### src/rtl/fp_round_unit.sv
module fp_round_unit #(
  parameter int EXP_W = 8,
  parameter int SIG_W = 24
) (
  input  logic                   sign_i,
  input  logic [EXP_W-1:0]       exp_i,
  input  logic [SIG_W-1:0]       sig_i,
  input  logic                   round_i,
  input  logic                   sticky_i,
  input  logic [1:0]             mode_i,
  output logic [EXP_W+SIG_W-1:0] result_o,
  output logic                   overflow_o
);

  localparam int FRAC_W = SIG_W - 1;
  localparam logic [EXP_W-1:0] EXP_TOP = {EXP_W{1'b1}};

  logic             inexact;
  logic             bump;
  logic [SIG_W:0]   sum;
  logic             carry;
  logic [FRAC_W-1:0] frac_n;
  logic [EXP_W:0]   exp_n;

  assign inexact = round_i | sticky_i;

  always_comb begin
    unique case (mode_i)
      2'b00:   bump = round_i & (sticky_i | sig_i[0]);
      2'b01:   bump = 1'b0;
      2'b10:   bump = ~sign_i & inexact;
      default: bump = sign_i & inexact;
    endcase
  end

  assign sum    = {1'b0, sig_i} + (SIG_W+1)'(bump);
  assign carry  = sum[SIG_W];
  assign frac_n = carry ? sum[SIG_W-1:1] : sum[FRAC_W-1:0];
  assign exp_n  = {1'b0, exp_i} + (EXP_W+1)'(carry);

  assign overflow_o = (exp_n >= {1'b0, EXP_TOP});
  assign result_o   = {sign_i,
                       overflow_o ? EXP_TOP : exp_n[EXP_W-1:0],
                       overflow_o ? {FRAC_W{1'b0}} : frac_n};

  always_comb begin
    assert_sign_kept_R8: assert (result_o[EXP_W+SIG_W-1] == sign_i);
    assert_ovf_is_inf_R7: assert (!overflow_o ||
      (result_o[EXP_W+FRAC_W-1:FRAC_W] == EXP_TOP && result_o[FRAC_W-1:0] == '0));
    assert_no_ovf_finite_R7: assert (overflow_o ||
      result_o[EXP_W+FRAC_W-1:FRAC_W] != EXP_TOP);
    assert_trunc_zero_R3: assert (mode_i != 2'b01 || exp_i == EXP_TOP ||
      result_o[EXP_W+FRAC_W-1:0] == {exp_i, sig_i[FRAC_W-1:0]});
    assert_exact_kept_R1: assert (inexact || exp_i == EXP_TOP ||
      result_o == {sign_i, exp_i, sig_i[FRAC_W-1:0]});
    assert_renorm_R6: assert (overflow_o ||
      result_o[EXP_W+FRAC_W-1:FRAC_W] == exp_i ||
      result_o[FRAC_W-1:0] == '0);
  end

endmodule

### config.mk
export PLATFORM = sky130hd
export DESIGN_NAME = fp_round_unit
export DESIGN_NICKNAME = d
export VERILOG_FILES = /design/src/rtl/fp_round_unit.sv
export SDC_FILE = /design/constraint.sdc
export NUM_CORES = 1
export LEC_CHECK = 0
export ABC_AREA = 1
export ABC_CLOCK_PERIOD_IN_PS = 6110
export CAP_MARGIN = 40
export CORE_MARGIN = 1.5
export CORE_UTILIZATION = 41
export DETAILED_ROUTE_END_ITERATION = 7
export PLACE_DENSITY_LB_ADDON = 0.25
export SYNTH_ARGS = -nofsm -noshare
export SYNTH_HDL_FRONTEND = slang
export SYNTH_SLANG_ARGS = --single-unit
export TNS_END_PERCENT = 50
### constraint.sdc
create_clock -name vclk -period 6.11
set_input_delay 1.222 -clock vclk [all_inputs]
set_output_delay 1.222 -clock vclk [all_outputs]
set_load 0.05 [all_outputs]
Word-level counts from Yosys, hierarchy flattened
Index checks and enable logic that the tools add are counted.

Word-level logic and storage cells: 16. Register bits after elaboration: 0. Output and inout port bits: 33.

Eq/ne operators: 2. Reductions and logical operators: 1. $lt $le $gt $ge: 1. Bitwise logic cells: 6. $add $sub $neg: 2. Muxes and demuxes: 4.

Operator list (count): 23-bit 2-to-1 mux (2); 24-bit by 1-bit adder with 25-bit output (1); 8-bit by 1-bit adder with 9-bit output (1); 9-bit by 8-bit >= comparator with 1-bit output (second input constant) (1); 8-bit 2-to-1 mux (1); 1-bit bitwise AND (3); 1-bit one-hot mux with 3 select lines (1); 2-bit by 1-bit equality test with 1-bit output (second input constant) (1); 2-bit equality test (second input constant) (1); 2-bit logical NOT (1); 1-bit bitwise OR (2); 1-bit inverter (1).

Depth between registers and ports, before layout
Word-level depth: 7. Depth in mapped cells: 20. Mapped depth without buffers: 19.

Worst setup path after synthesis
Ideal clock, no wire load.

Kind: input to output. Start: input mode_i[1]. End: output result_o[16]. Stages: 18. Buffers on the path: 0. Path slack: 744 ps. Data required time: 4888 ps. Arrival time: 4144 ps. Cells stage by stage: nor3_1 o21ai_0 nor3b_1 ha_1 ha_1 nand3_1 nor2_1 nand3_1 nor3_1 ha_1 nand3_1 inv_1 nand3_1 nand2_2 nor2_4 nand3_4 nand2_4 nor2_1.

Longest elaborated chain between the ends: 6. Elaborated cells on any way between the ends: 9. Classes of those cells: add/sub (2); order compare (1); eq/ne (2); mux (3); reduce/logical (1).

Ends and longest elaborated chain: from (decl) (RTL line 10) `input logic [1:0] mode_i,`; 2-bit equality test, or another cell as far along (RTL line 28) `unique case (mode_i)`; 1-bit one-hot mux with 3 select lines (*) (RTL line 28); 24-bit by 1-bit adder with 25-bit output (*) (RTL line 36) `assign sum = {1'b0, sig_i} + (SIG_W+1)'(bump);`; 8-bit by 1-bit adder with 9-bit output (RTL line 39) `assign exp_n = {1'b0, exp_i} + (EXP_W+1)'(carry);`; 9-bit by 8-bit >= comparator with 1-bit output (RTL line 41) `assign overflow_o = (exp_n >= {1'b0, EXP_TOP});`; 23-bit 2-to-1 mux (*) (RTL line 44) `overflow_o ? {FRAC_W{1'b0}} : frac_n};`; to (decl) (RTL line 11) `output logic [EXP_W+SIG_W-1:0] result_o,`.

Mark *: on every way between the ends. The rest lies on a longest branch, timed or not.

Final worst setup path
Ends and elaborated chain as after synthesis.

==> impl_metrics.csv <==
group,metric,value,unit
detailed_routing,ant_nets,0,
cells_and_area,syn_to_final_growth,64.3,%
place,dp_hpwl,3.16,mm
global_routing,use_met2,37.9,%
sta,finalSetupViolations,0,
sta,holdWs,3300,ps
floorplanning,die_x,58.4,um
sta,relSlewSlack,51.3,%
global_routing,use_met1,31.1,%
floorplanning,start_util,44.5,%
cells_and_area,multi_input_area,1110,um2
cells_and_area,instances_no_fill,351,
synthesis,synth_area_leaders,"nand2_1, nand3_1, nor2_1",
synthesis,syn_inst,253,
global_routing,grt_pass1_wl,6.21,mm
cells_and_area,seq_cells,0,
detailed_routing,wl,3.89,mm
setup_path,endpoint_kind,"primary output",
sta,hold_viol_final,0,
hold_path,min_path_type,"in2out",
setup_path,worstPathArrival,4630,ps
sta,min_period,5860,ps
pwr,power_leakage,1.06,nW
cells_and_area,nClkBuffers,0,
synthesis,yosys_warnings,0,
place,dpl.cell_count,350,
synthesis,synth_nets,294,
floorplanning,io_pins,70,
place,io_buffers,70,
detailed_routing,vias_per_cell,4.90,
sta,slew_violations,0,
synthesis,ys_seq_area_share,0,%
floorplanning,dieArea,3410,um2
cells_and_area,stdcell_area,2070,um2
run,cap_viol_max_count,0,
global_routing,antenna_found_initial,0,
setup_path,criticalPathCategory,"in2out",
global_routing,grt_busiest_layer,"met2",
detailed_routing,vias,1721,
sta,fmax,0.171,GHz
setup_path,required,4890,ps
synthesis,avgSynthCellArea,4.98,um2
place,gp_congestion,0.920,
hold_path,holdPathEnd,"result_o[21]",
place,postPlaceCellArea,2040,um2
pwr,ir_drop,0.0436,mV
cells_and_area,fill_cells,267,
floorplanning,die_h,58.4,um
sta,finalCritPeriodShare,95.8,%
setup_path,cp_max_fo,12,
floorplanning,core,2830,um2
global_routing,grt.total_usage,21.9,%
cells_and_area,fin_nets,363,
cells_and_area,regArea,0,um2
sta,rsz0062_at_grt,"yes",
pwr,p_per_area,74.8,nW/um2
detailed_routing,drt_iter0_markers,88,
setup_path,cp-start-kind,"primary input",
global_routing,gr-total-overflow,0,
synthesis,synth_top_cell_by_area,"nand2_1",
detailed_routing,wl_per_cell,11.1,um
global_routing,grt_start_max_net_pins,25,
global_routing,met3_usage,0.879,%
sta,tightest_slew,729,ps
hold_path,min_from,"sig_i[21]",
synthesis,ys_types,28,
detailed_routing,post-route-drc-count,0,
synthesis,yosysTopAreaCellShare,25.0,%
cells_and_area,layout-drive-gt1-share,20.3,%
hold_path,hold_depth,6,
cells_and_area,antenna_cells,0,
floorplanning,rows,19,
detailed_routing,dr.pass1.iters,5,
synthesis,syn_area,1260,um2
global_routing,grt_pass1_vias,1410,
clock_tree,postCtsSetupBuffers,0,
outcome,status,"complete, no violations",
## stage by stage
stage | utilization [%] | setup TNS [ps] | setup slack, ps | total power (W)
detailed placement | 72.0 | 0 | 85.6 | 0.000154
CTS | 72.0 | 0 | 53.7 | 0.000155
floorplan | - | 0 | 744 | 0.0000851
finish | 73.2 | 0 | 254 | 0.000155
global placement | 72.0 | 0 | 203 | 0.000153
global route | 73.2 | -282 | -31.6 | 0.000165
## per-layer routing
layer  up-vias  routed length (um)  share of wire [%]
met4         0                  19               0.49
met2        60                1820                 47
met1       731                1810                 46
met3         2                 241                6.2
met5         -                   0                  0
li1        928                   -                  -
## logic make-up after synthesis
| group | synth area share (%) |
|---|---|
| fa+ha+maj | 3.97 |
| buf+inv | 14.3 |
| xor+xnor | 8.34 |
| simple gates | 69.6 |
| compound gates | 3.77 |
## cells in the mapped netlist
| master | count |
|---|---|
| nand2_1 | 84 |
| xor2_1 | 8 |
| or2_2 | 1 |
| buf_12 | 2 |
| nand2_4 | 1 |
| a21oi_1 | 1 |
| o21ai_0 | 6 |
| nand3b_1 | 1 |
| nor2_2 | 20 |
| ha_1 | 4 |
| o21ai_1 | 1 |
| nor3b_1 | 2 |
| nand3_1 | 32 |
| nor3_1 | 4 |
| nor4_1 | 1 |
| clkbuf_1 | 2 |
| nor2_4 | 1 |
| o21bai_1 | 1 |
| xnor2_1 | 4 |
| nand3_4 | 1 |
| nand2_2 | 3 |
| inv_1 | 31 |
| nand4_1 | 4 |
| nand3_2 | 1 |
| inv_2 | 1 |
| buf_4 | 1 |
| nor2_1 | 34 |
| buf_2 | 1 |
## layout by cell type (no fill, tap or decap), types with 2 or more instances in the layout
| master | count |
|---|---|
| ha_1 | 4 |
| o21ai_0 | 6 |
| nor2_1 | 34 |
| nand4_1 | 4 |
| buf_4 | 21 |
| nand2_1 | 84 |
| nor2_2 | 20 |
| inv_1 | 31 |
| nor3_1 | 3 |
| nand3_1 | 32 |
| buf_12 | 13 |
| clkdlybuf4s50_1 | 38 |
| xor2_1 | 8 |
| xnor2_1 | 4 |
| nor3b_1 | 2 |
| nand2_2 | 3 |
| nand2_8 | 2 |
## cell type report
type               count  share of cell area (%)
repair buffers        72                    38.5
well taps             31                    1.87
inverters             32                    5.80
multi-input cells    216                    53.8
## worst max-delay path: stages
cell	delay, ps
clkdlybuf4s50_1	500
nor3_1	60
o21ai_0	130
nor3b_1	200
ha_1	210
ha_1	200
nand3_1	110
nor2_1	170
nand3_1	130
nor3_2	220
ha_1	210
nand3_1	150
o21ai_1	150
nand2_1	80
nor2_1	190
nand3_4	230
nand2_8	200
nor2_1	70
buf_4	190
## worst max path at each step
stage / startpoint / end / depth (start not counted)
finish: mode_i[1] / result_o[16] / 19
global route: mode_i[1] / result_o[18] / 21
CTS: mode_i[1] / result_o[16] / 19
detailed placement: mode_i[1] / result_o[16] / 19
global placement: mode_i[1] / result_o[16] / 19
floorplan: mode_i[1] / result_o[16] / 18
## repair_timing
action | 4_1_cts | 5_1_grt
resized for setup | 0 | 3
endpoints found under the setup margin | 0 | 24
hold buffers | 0 | 0
hold endpoints to repair | 0 | 0
## power by group
| part | leakage, nW | internal, W | total [W] | switching (W) |
|---|---|---|---|---|
| clock network | 0 | 0 | 0 | 0 |
| registers | 0 | 0 | 0 | 0 |
| logic | 1.06 | 0.0000653 | 0.000155 | 0.0000896 |
| total | 1.06 | 0.0000653 | 0.000155 | 0.0000896 |
No activity file was read; power rests on OpenSTA's default activity.
